$ cat src/rtl/bru_pkg.sv
package bru_pkg;
  localparam logic [7:0] OP_JMP = 8'h26;
  localparam logic [7:0] OP_CMP = 8'h27;
  localparam logic [7:0] OP_BEQ = 8'h28;
  localparam logic [7:0] OP_BNE = 8'h29;
  localparam logic [7:0] OP_BLT = 8'h2A;
  localparam logic [7:0] OP_BGT = 8'h2B;
  localparam logic [7:0] OP_BLE = 8'h2C;
  localparam logic [7:0] OP_BGE = 8'h2D;
  localparam logic [7:0] OP_BZ  = 8'h2E;
  localparam logic [7:0] OP_BNZ = 8'h2F;

  localparam int CF_EQ   = 0;
  localparam int CF_SLT  = 1;
  localparam int CF_ULT  = 2;
  localparam int CF_BITS = 3;

  typedef struct packed {
    logic cfLoad;
    logic redirect;
  } bru_strobe_t;
endpackage

$ cat src/rtl/bru_ctrl.sv
module bru_ctrl
  import bru_pkg::*;
(
  input  logic [7:0]         opcode,
  input  logic [CF_BITS-1:0] cfFlags,
  input  logic               aIsZero,
  output bru_strobe_t        strobe
);
  logic isEq, isLt;

  assign isEq = cfFlags[CF_EQ];
  assign isLt = cfFlags[CF_SLT];

  always_comb begin
    strobe = '0;
    unique case (opcode)
      OP_JMP:  strobe.redirect = 1'b1;
      OP_CMP:  strobe.cfLoad   = 1'b1;
      OP_BEQ:  strobe.redirect = isEq;
      OP_BNE:  strobe.redirect = ~isEq;
      OP_BLT:  strobe.redirect = isLt;
      OP_BGT:  strobe.redirect = ~isEq & ~isLt;
      OP_BLE:  strobe.redirect = isEq | isLt;
      OP_BGE:  strobe.redirect = ~isLt;
      OP_BZ:   strobe.redirect = aIsZero;
      OP_BNZ:  strobe.redirect = ~aIsZero;
      default: strobe = '0;
    endcase
  end
endmodule

$ cat src/rtl/bru_datapath.sv
module bru_datapath
  import bru_pkg::*;
#(
  parameter int DATA_W = 64,
  parameter int ADDR_W = 64,
  parameter int LEN_W  = 4
) (
  input  logic              clk,
  input  logic              rst,
  input  bru_strobe_t       strobe,
  input  logic [DATA_W-1:0] opA,
  input  logic [DATA_W-1:0] opB,
  input  logic [ADDR_W-1:0] target,
  input  logic [ADDR_W-1:0] pc,
  input  logic [LEN_W-1:0]  instLen,
  output logic [ADDR_W-1:0] nextPc,
  output logic [DATA_W-1:0] cfNext,
  output logic [DATA_W-1:0] cfQ,
  output logic              aIsZero
);
  localparam int PAD_W = DATA_W - CF_BITS;

  logic [CF_BITS-1:0] relBits;
  logic [ADDR_W-1:0]  fallPc;

  always_comb begin
    relBits         = '0;
    relBits[CF_EQ]  = (opA == opB);
    relBits[CF_SLT] = ($signed(opA) < $signed(opB));
    relBits[CF_ULT] = (opA < opB);
  end

  generate
    if (PAD_W > 0) begin : g_pad
      assign cfNext = {{PAD_W{1'b0}}, relBits};
    end else begin : g_nopad
      assign cfNext = relBits;
    end
  endgenerate

  always_ff @(posedge clk) begin
    if (rst)                cfQ <= '0;
    else if (strobe.cfLoad) cfQ <= cfNext;
  end

  assign aIsZero = (opA == '0);
  assign fallPc  = pc + ADDR_W'(instLen);
  assign nextPc  = strobe.redirect ? target : fallPc;
endmodule

$ cat src/rtl/branch_resolve_unit.sv
module branch_resolve_unit
  import bru_pkg::*;
#(
  parameter int DATA_W = 64,
  parameter int ADDR_W = 64,
  parameter int LEN_W  = 4
) (
  input  logic              clk,
  input  logic              rst,
  input  logic [7:0]        opcode,
  input  logic [DATA_W-1:0] opA,
  input  logic [DATA_W-1:0] opB,
  input  logic [ADDR_W-1:0] target,
  input  logic [ADDR_W-1:0] pc,
  input  logic [LEN_W-1:0]  instLen,
  output logic [ADDR_W-1:0] nextPc,
  output logic              taken,
  output logic              cfWrEn,
  output logic [DATA_W-1:0] cfWrData,
  output logic [DATA_W-1:0] flagReg
);
  bru_strobe_t strobe;
  logic        aIsZero;

  bru_ctrl u_ctrl (
    .opcode  (opcode),
    .cfFlags (flagReg[CF_BITS-1:0]),
    .aIsZero (aIsZero),
    .strobe  (strobe)
  );

  bru_datapath #(
    .DATA_W (DATA_W),
    .ADDR_W (ADDR_W),
    .LEN_W  (LEN_W)
  ) u_dp (
    .clk     (clk),
    .rst     (rst),
    .strobe  (strobe),
    .opA     (opA),
    .opB     (opB),
    .target  (target),
    .pc      (pc),
    .instLen (instLen),
    .nextPc  (nextPc),
    .cfNext  (cfWrData),
    .cfQ     (flagReg),
    .aIsZero (aIsZero)
  );

  assign taken  = strobe.redirect;
  assign cfWrEn = strobe.cfLoad;
endmodule

$ cat config.mk
export PLATFORM = sky130hd
export DESIGN_NAME = branch_resolve_unit
export DESIGN_NICKNAME = d
export VERILOG_FILES = /design/src/rtl/bru_pkg.sv /design/src/rtl/bru_ctrl.sv /design/src/rtl/bru_datapath.sv /design/src/rtl/branch_resolve_unit.sv
export SDC_FILE = /design/constraint.sdc
export NUM_CORES = 1
export LEC_CHECK = 0
export ABC_AREA = 1
export BUFFER_PORTS_ARGS = -buffer_cell sky130_fd_sc_hd__buf_2
export CAP_MARGIN = 20
export CORE_AREA = 2 2 179 181
export DETAILED_ROUTE_END_ITERATION = 6
export DIE_AREA = 0 0 181 183
export PLACE_DENSITY_LB_ADDON = 0.3
export SLEW_MARGIN = 20
export SYNTH_ARGS = -nofsm -noshare
export SYNTH_HDL_FRONTEND = slang
export SYNTH_SLANG_ARGS = --single-unit
$ cat constraint.sdc
create_clock -name clk -period 5.9 [get_ports clk]
set_input_delay 0.59 -clock clk [delete_from_list [all_inputs] [get_ports clk]]
set_output_delay 0.59 -clock clk [all_outputs]
set_load 0.02 [all_outputs]
==> results of run 1 <==
[worst reg2reg max path, stage by stage, from the launching register on]
cell	delay (ps)
dfxtp_1	390
inv_1	90
a21oi_1	150
nand2_1	60
inv_1	40
[final timing paths]
kind	to	from	slack, ps
min	u_dp.cfQ[2]	u_dp.cfQ[2]	460
max	nextPc[14]	opA[11]	2320
min reg2reg	u_dp.cfQ[2]	u_dp.cfQ[2]	460
max reg2reg	u_dp.cfQ[1]	u_dp.cfQ[1]	5110
[logic make-up after synthesis]
group                      share of synthesized area (%)
AOI/OAI and AO/OA                                  4.693
xor gates and xnor gates                           8.036
adders and majority gates                          14.02
other                                            0.06037
and+or+nand+nor                                    45.64
DFF                                               0.9668
buffers and inverters                              26.59
[report_power, final]
group	total [mW]	internal [mW]	switching, mW
registers	0.0206	0.0205	0.0000767
logic	0.518	0.181	0.337
clock network	0.108	0.0892	0.0189
[metal layers]
| metal | GRT usage (%) | vias to the layer above | routed length, um |
|---|---|---|---|
| met4 | 3.480 | 10 | 576 |
| li1 | - | 4011 | - |
| met2 | 28.45 | 340 | 13120 |
| met3 | 3.296 | 38 | 2031 |
| met5 | 0 | - | 64 |
| met1 | 19.24 | 3368 | 11920 |
[cell type report]
cell class	count	area, um^2
inverters	148	555.5
fillers	3740	23330
well taps	402	503.0
diodes	2	5.005
flip-flops and latches	3	60.06
clock buffers	4	78.83
repair buffers	344	1729
multi-input cells	955	4967
[through the flow]
stage | total power [mW] | instance area (um^2) | setup WS, ps
3_3_place_gp | 0.5415 | 7815 | 2246
6_report | 0.6471 | 7899 | 2319
4_1_cts | 0.6539 | 7894 | 2266
5_1_grt | 0.7095 | 7896 | 2038
3_5_place_dp | 0.5419 | 7815 | 2263
2_1_floorplan | 0.3894 | 6666 | 2972
[layout by cell type (no fill, tap or decap), types with 4 or more instances in the layout]
cell type and count:
inv_1 147, nor2_1 126, o21ai_0 9, nor4_1 5
a21oi_1 35, nor2_4 4, ha_1 68, xnor2_1 17
nor3_2 4, and3_1 4, nor3_1 27, nand2_2 5
nand3b_1 8, xor2_1 40, nand2_1 326, nand3_1 103
nand4_1 37, conb_1 122, buf_2 341
==> flow_summary.json, run 1 <==
{
  "area_delta_synth_final_pct": 27.15,
  "drc_errors": 0,
  "ys.flop_type": "dfxtp_1",
  "ys_seq_area_share_pct": 0.9668,
  "fin_crit_sh_pct": 60.70,
  "syn_inst": 1128,
  "biggestRegsByFlops": "u_dp.cfQ x3",
  "tns_ps": 0,
  "crit_path_frequent_cell": "nand2_1",
  "h-tree-depth": 1,
  "dp.cells": 1852,
  "avgSynthCellArea_um2": 5.507,
  "cts_resized": 0,
  "min_path_type": "reg2reg",
  "ys_warn_count": 0,
  "async_flop_share_pct": 0,
  "fin_util_pct": 25.29,
  "cp_top_family": "simple AND/OR/NAND/NOR gates",
  "ys_top_cells_by_count": "nand2_1 (328), inv_1 (147), nor2_1 (127), buf_4 (123), nand3_1 (103)",
  "path_max_fanout": 64,
  "post_cts_buffers": 0,
  "whs_path_depth": 2,
  "p_leak_nw": 4.619,
  "outcome": "complete, no violations",
  "critPathBufInv": 3,
  "cts.path.max_buffers": 2,
  "largest_register": "u_dp.cfQ",
  "finalNetCount": 1794,
  "worst_pin_slew_ps": 679.6,
  "yosysTopAreaCellShare_pct": 19.82,
  "synth_edf_count": 0,
  "cts_tree": "done",
  "cap_violations": 0,
  "cts.sink_count": 3,
  "io_pins": 464,
  "final_hold_viol_count": 0,
  "first_global_vias": 7412,
  "io_buffers": 341,
  "crit_chain": "buf_2 > nor2_1 > nand2_1 > nor2_1 > nand2_1 > nor3_2 > nand2_1 > nand3_1 > nand3b_1 > nor2_4 > buf_4 > nand3_1 > nand2_1 > buf_2",
  "crit_path_end_kind": "primary output",
  "vias": 7767,
  "grtUsageTotal_pct": 15.77,
  "holdBufCountCts": 0,
  "grt_first_pass_wirelength_um": 40370,
  "die_area_mm2": 0.03312,
  "crit_path_start_kind": "input pin",
  "cp.required_ps": 5310,
  "dr.pass1.iters": 5,
  "grt_max_degree": 66,
  "dpl.hpwl_um": 25450,
  "clock_skew_ps": 0,
  "synth_cell_types": 37,
  "yosysTopAreaCell": "nand2_1",
  "gr-total-overflow": 0,
  "wirelength_um": 27710,
  "crit_slowest_cell": "buf_4",
  "cts-buffers-inserted": 3,
  "max_stage_delay_ps": 520,
  "initial_core_util_pct": 19.89,
  "wire_per_inst_um": 14.92,
  "largest_register_ffs": 3,
  "drt_iter0_drc": 400,
  "clockRootBuffer": "clkbuf_16",
  "stdcell_count": 1858,
  "antenna_found_initial": 7,
  "clk_pin_slew_ps": 30,
  "via_per_inst": 4.180,
  "synth-seq-cells": 3,
  "whs_ps": 455.1,
  "synth.area.top_cells": "nand2_1 (20%), buf_4 (15%), ha_1 (14%)",
  "finalSetupViolations": 0,
  "arrival_ps": 2990,
  "max_freq_ghz": 0.2792,
  "netlist_area_mm2": 0.006212,
  "drv_slew": 0,
  "gp_congestion": 0.8800,
  "max_slew_margin_pct": 54.34,
  "path_class": "in2out",
  "die_x_um": 181,
  "synth_most_common_cell": "nand2_1",
  "power_density_mw_per_mm2": 81.92,
  "insertion_delay_ps": 220,
  "final_antenna_net_count": 0,
  "min_period_ps": 3581,
  "drive_gt1_share_pct": 25.10,
  "core_area_mm2": 0.03123,
  "rsz0062_at_grt": "false",
  "cp.depth": 14,
  "row_count": 65,
  "r2r_cells": 4,
  "irDropWorstVdd_mv": 0.06715,
  "die_h_um": 183
}
(Power assumes the default switching activity.)
==> inputs of run 2 (changes only) <==
--- a/config.mk
+++ b/config.mk
@@ -8,9 +8,9 @@
 export ABC_AREA = 1
 export BUFFER_PORTS_ARGS = -buffer_cell sky130_fd_sc_hd__buf_2
 export CAP_MARGIN = 20
-export CORE_AREA = 2 2 179 181
+export CORE_AREA = 2 2 180 182
 export DETAILED_ROUTE_END_ITERATION = 6
-export DIE_AREA = 0 0 181 183
+export DIE_AREA = 0 0 182 184
 export PLACE_DENSITY_LB_ADDON = 0.3
 export SLEW_MARGIN = 20
 export SYNTH_ARGS = -nofsm -noshare
==> constraint.sdc (replaced) <==
create_clock -name clk -period 3.31 [get_ports clk]
set_input_delay 0.331 -clock clk [delete_from_list [all_inputs] [get_ports clk]]
set_output_delay 0.331 -clock clk [all_outputs]
set_load 0.02 [all_outputs]
==> run 2 against run 1 <==
Core utilization about the same. Largest power group unchanged. Via count increased by 0.22%. Sequential power rose by 78%. Clock power up 78%. Total power increased by 77%. First-iteration DRC count shrank 4.8%. Worst hold slack got worse by 130 ps. Final cell count increased by 0.32%. Non-clock buffer count is 3 higher. Highest routed layer unchanged. Routed wire length grew 0.52%. Critical path type unchanged. Critical endpoint unchanged. Die area up 1.1%.
==> flow_summary.json, run 2 (synthesis gave the netlist of run 1 again) <==
{
  "clock_skew_ps": 0,
  "path_class": "in2out",
  "wire_per_inst_um": 14.94,
  "dpl-instance-area_mm2": 0.007863,
  "cts.path.max_buffers": 2,
  "cts.sink_count": 3,
  "via_per_inst": 4.176,
  "tns_ps": 0,
  "final_antenna_net_count": 0,
  "dpl.hpwl_um": 25380,
  "vias": 7784,
  "grtUsageTotal_pct": 15.71,
  "path_max_fanout": 6,
  "drive_gt1_share_pct": 25.26,
  "power_mw": 1.147,
  "row_count": 65,
  "gp_congestion": 0.9151,
  "reg2reg_from": "u_dp.cfQ[0]",
  "io_buffers": 341,
  "dr.pass1.iters": 5,
  "crit_path_end_kind": "primary output",
  "largest_register": "u_dp.cfQ",
  "crit_path_start_kind": "input pin",
  "multi_input_area_mm2": 0.004967,
  "timing.rr.end": "u_dp.cfQ[0]",
  "r2r_cells": 2,
  "insertion_delay_ps": 220,
  "fin_crit_sh_pct": 94.51,
  "antenna_found_initial": 6,
  "core_area_mm2": 0.03139,
  "clk_pin_slew_ps": 30,
  "finalNetCount": 1797,
  "final-seq-area_um2": 60.06,
  "cap_violations": 0,
  "die_x_um": 182,
  "hold_path.startpoint": "rst",
  "final_cell_mix": "buf_2 (341), nand2_1 (326), inv_1 (147), nor2_1 (126), conb_1 (122)",
  "whs_path_depth": 2,
  "clockRootBuffer": "clkbuf_16",
  "biggestRegsByFlops": "u_dp.cfQ x3",
  "finalSetupViolations": 0,
  "grt_max_degree": 65,
  "min_path_type": "in2reg",
  "initial_core_util_pct": 19.79,
  "gr-total-overflow": 0,
  "p_leak_nw": 4.645,
  "irDropWorstVdd_mv": 0.08920,
  "drv_slew": 0,
  "drt_iter0_drc": 381,
  "cts_resized": 0,
  "wirelength_um": 27860,
  "fillerInstances": 3756,
  "h-tree-depth": 1,
  "rrSetupSlack_ps": 2530,
  "worst_pin_slew_ps": 677.6,
  "post_cts_buffers": 0,
  "largest_register_ffs": 3,
  "grt_first_pass_wirelength_um": 40680,
  "final_area_mm2": 0.007954,
  "area_delta_synth_final_pct": 28.04,
  "final_hold_viol_count": 0,
  "power_density_mw_per_mm2": 144.2,
  "holdBufCountCts": 0,
  "final_common_cell": "buf_2",
  "hold_path_end": "u_dp.cfQ[2]",
  "max_freq_ghz": 0.3197,
  "drc_errors": 0,
  "first_global_vias": 7233,
  "io_pins": 464,
  "rsz0062_at_grt": "false",
  "min_period_ps": 3128,
  "cp.required_ps": 2980,
  "cts_tree": "done",
  "cts-buffers-inserted": 3,
  "outcome": "complete, no violations",
  "arrival_ps": 2800,
  "die_h_um": 184,
  "die_area_mm2": 0.03349,
  "max_slew_margin_pct": 54.83
}
## run 2: layout make-up
| cell class | instances | area share (%) |
|---|---|---|
| Multi-Input combinational cell | 955 | 62.45 |
| Timing Repair Buffer | 347 | 22.34 |
| Inverter | 148 | 6.984 |
| Tap cell | 402 | 6.324 |
| Clock buffer | 4 | 0.9910 |
| Sequential cell | 3 | 0.7551 |
| Antenna cell | 5 | 0.1573 |
## run 2: worst max-delay path, stage by stage
cell	delay, ps
buf_2	80
ha_1	150
inv_1	80
fa_1	420
inv_1	70
nand3_1	70
nand2_2	160
nand2_1	130
nor2_1	400
buf_4	190
xor2_1	160
nand3_1	210
nand2_1	150
buf_2	170
## run 2: where the power goes
group	internal (mW)	switching (mW)	leakage (nW)
Sequential	0.0366	0.000136	0.0242
Clock	0.159	0.0334	0.0382
Combinational	0.323	0.595	4.58
## run 2: how the worst max path moves through the flow
stage	start	to	slack, ps
2_1_floorplan	pc[0]	nextPc[34]	900
3_3_place_gp	pc[0]	nextPc[14]	280
3_5_place_dp	pc[0]	nextPc[14]	250
4_1_cts	pc[0]	nextPc[14]	230
5_1_grt	pc[0]	nextPc[14]	70
6_report	pc[0]	nextPc[14]	180
## run 2: metrics by stage
stage                     std cells  hold WS [ps]  utilization (%)  setup WS [ps]
after floorplan                1249         400.1                -          900.3
after global placement         1855         450.2            25.05          277.8
after detailed placement       1855         458.3            25.05          251.7
after CTS                      1859         316.0            25.30          229.5
after global routing           1862         335.3            25.32          70.85
final                          1864         320.8            25.34          181.8
## run 2: layer usage
| layer | up-vias | part of all wire (%) | GRT usage [%] |
|---|---|---|---|
| li1 | 4007 | - | - |
| met4 | 2 | 1.2 | 2.355 |
| met2 | 337 | 48 | 28.18 |
| met3 | 22 | 6.5 | 2.159 |
| met5 | - | 0.047 | 0 |
| met1 | 3416 | 44 | 20.31 |
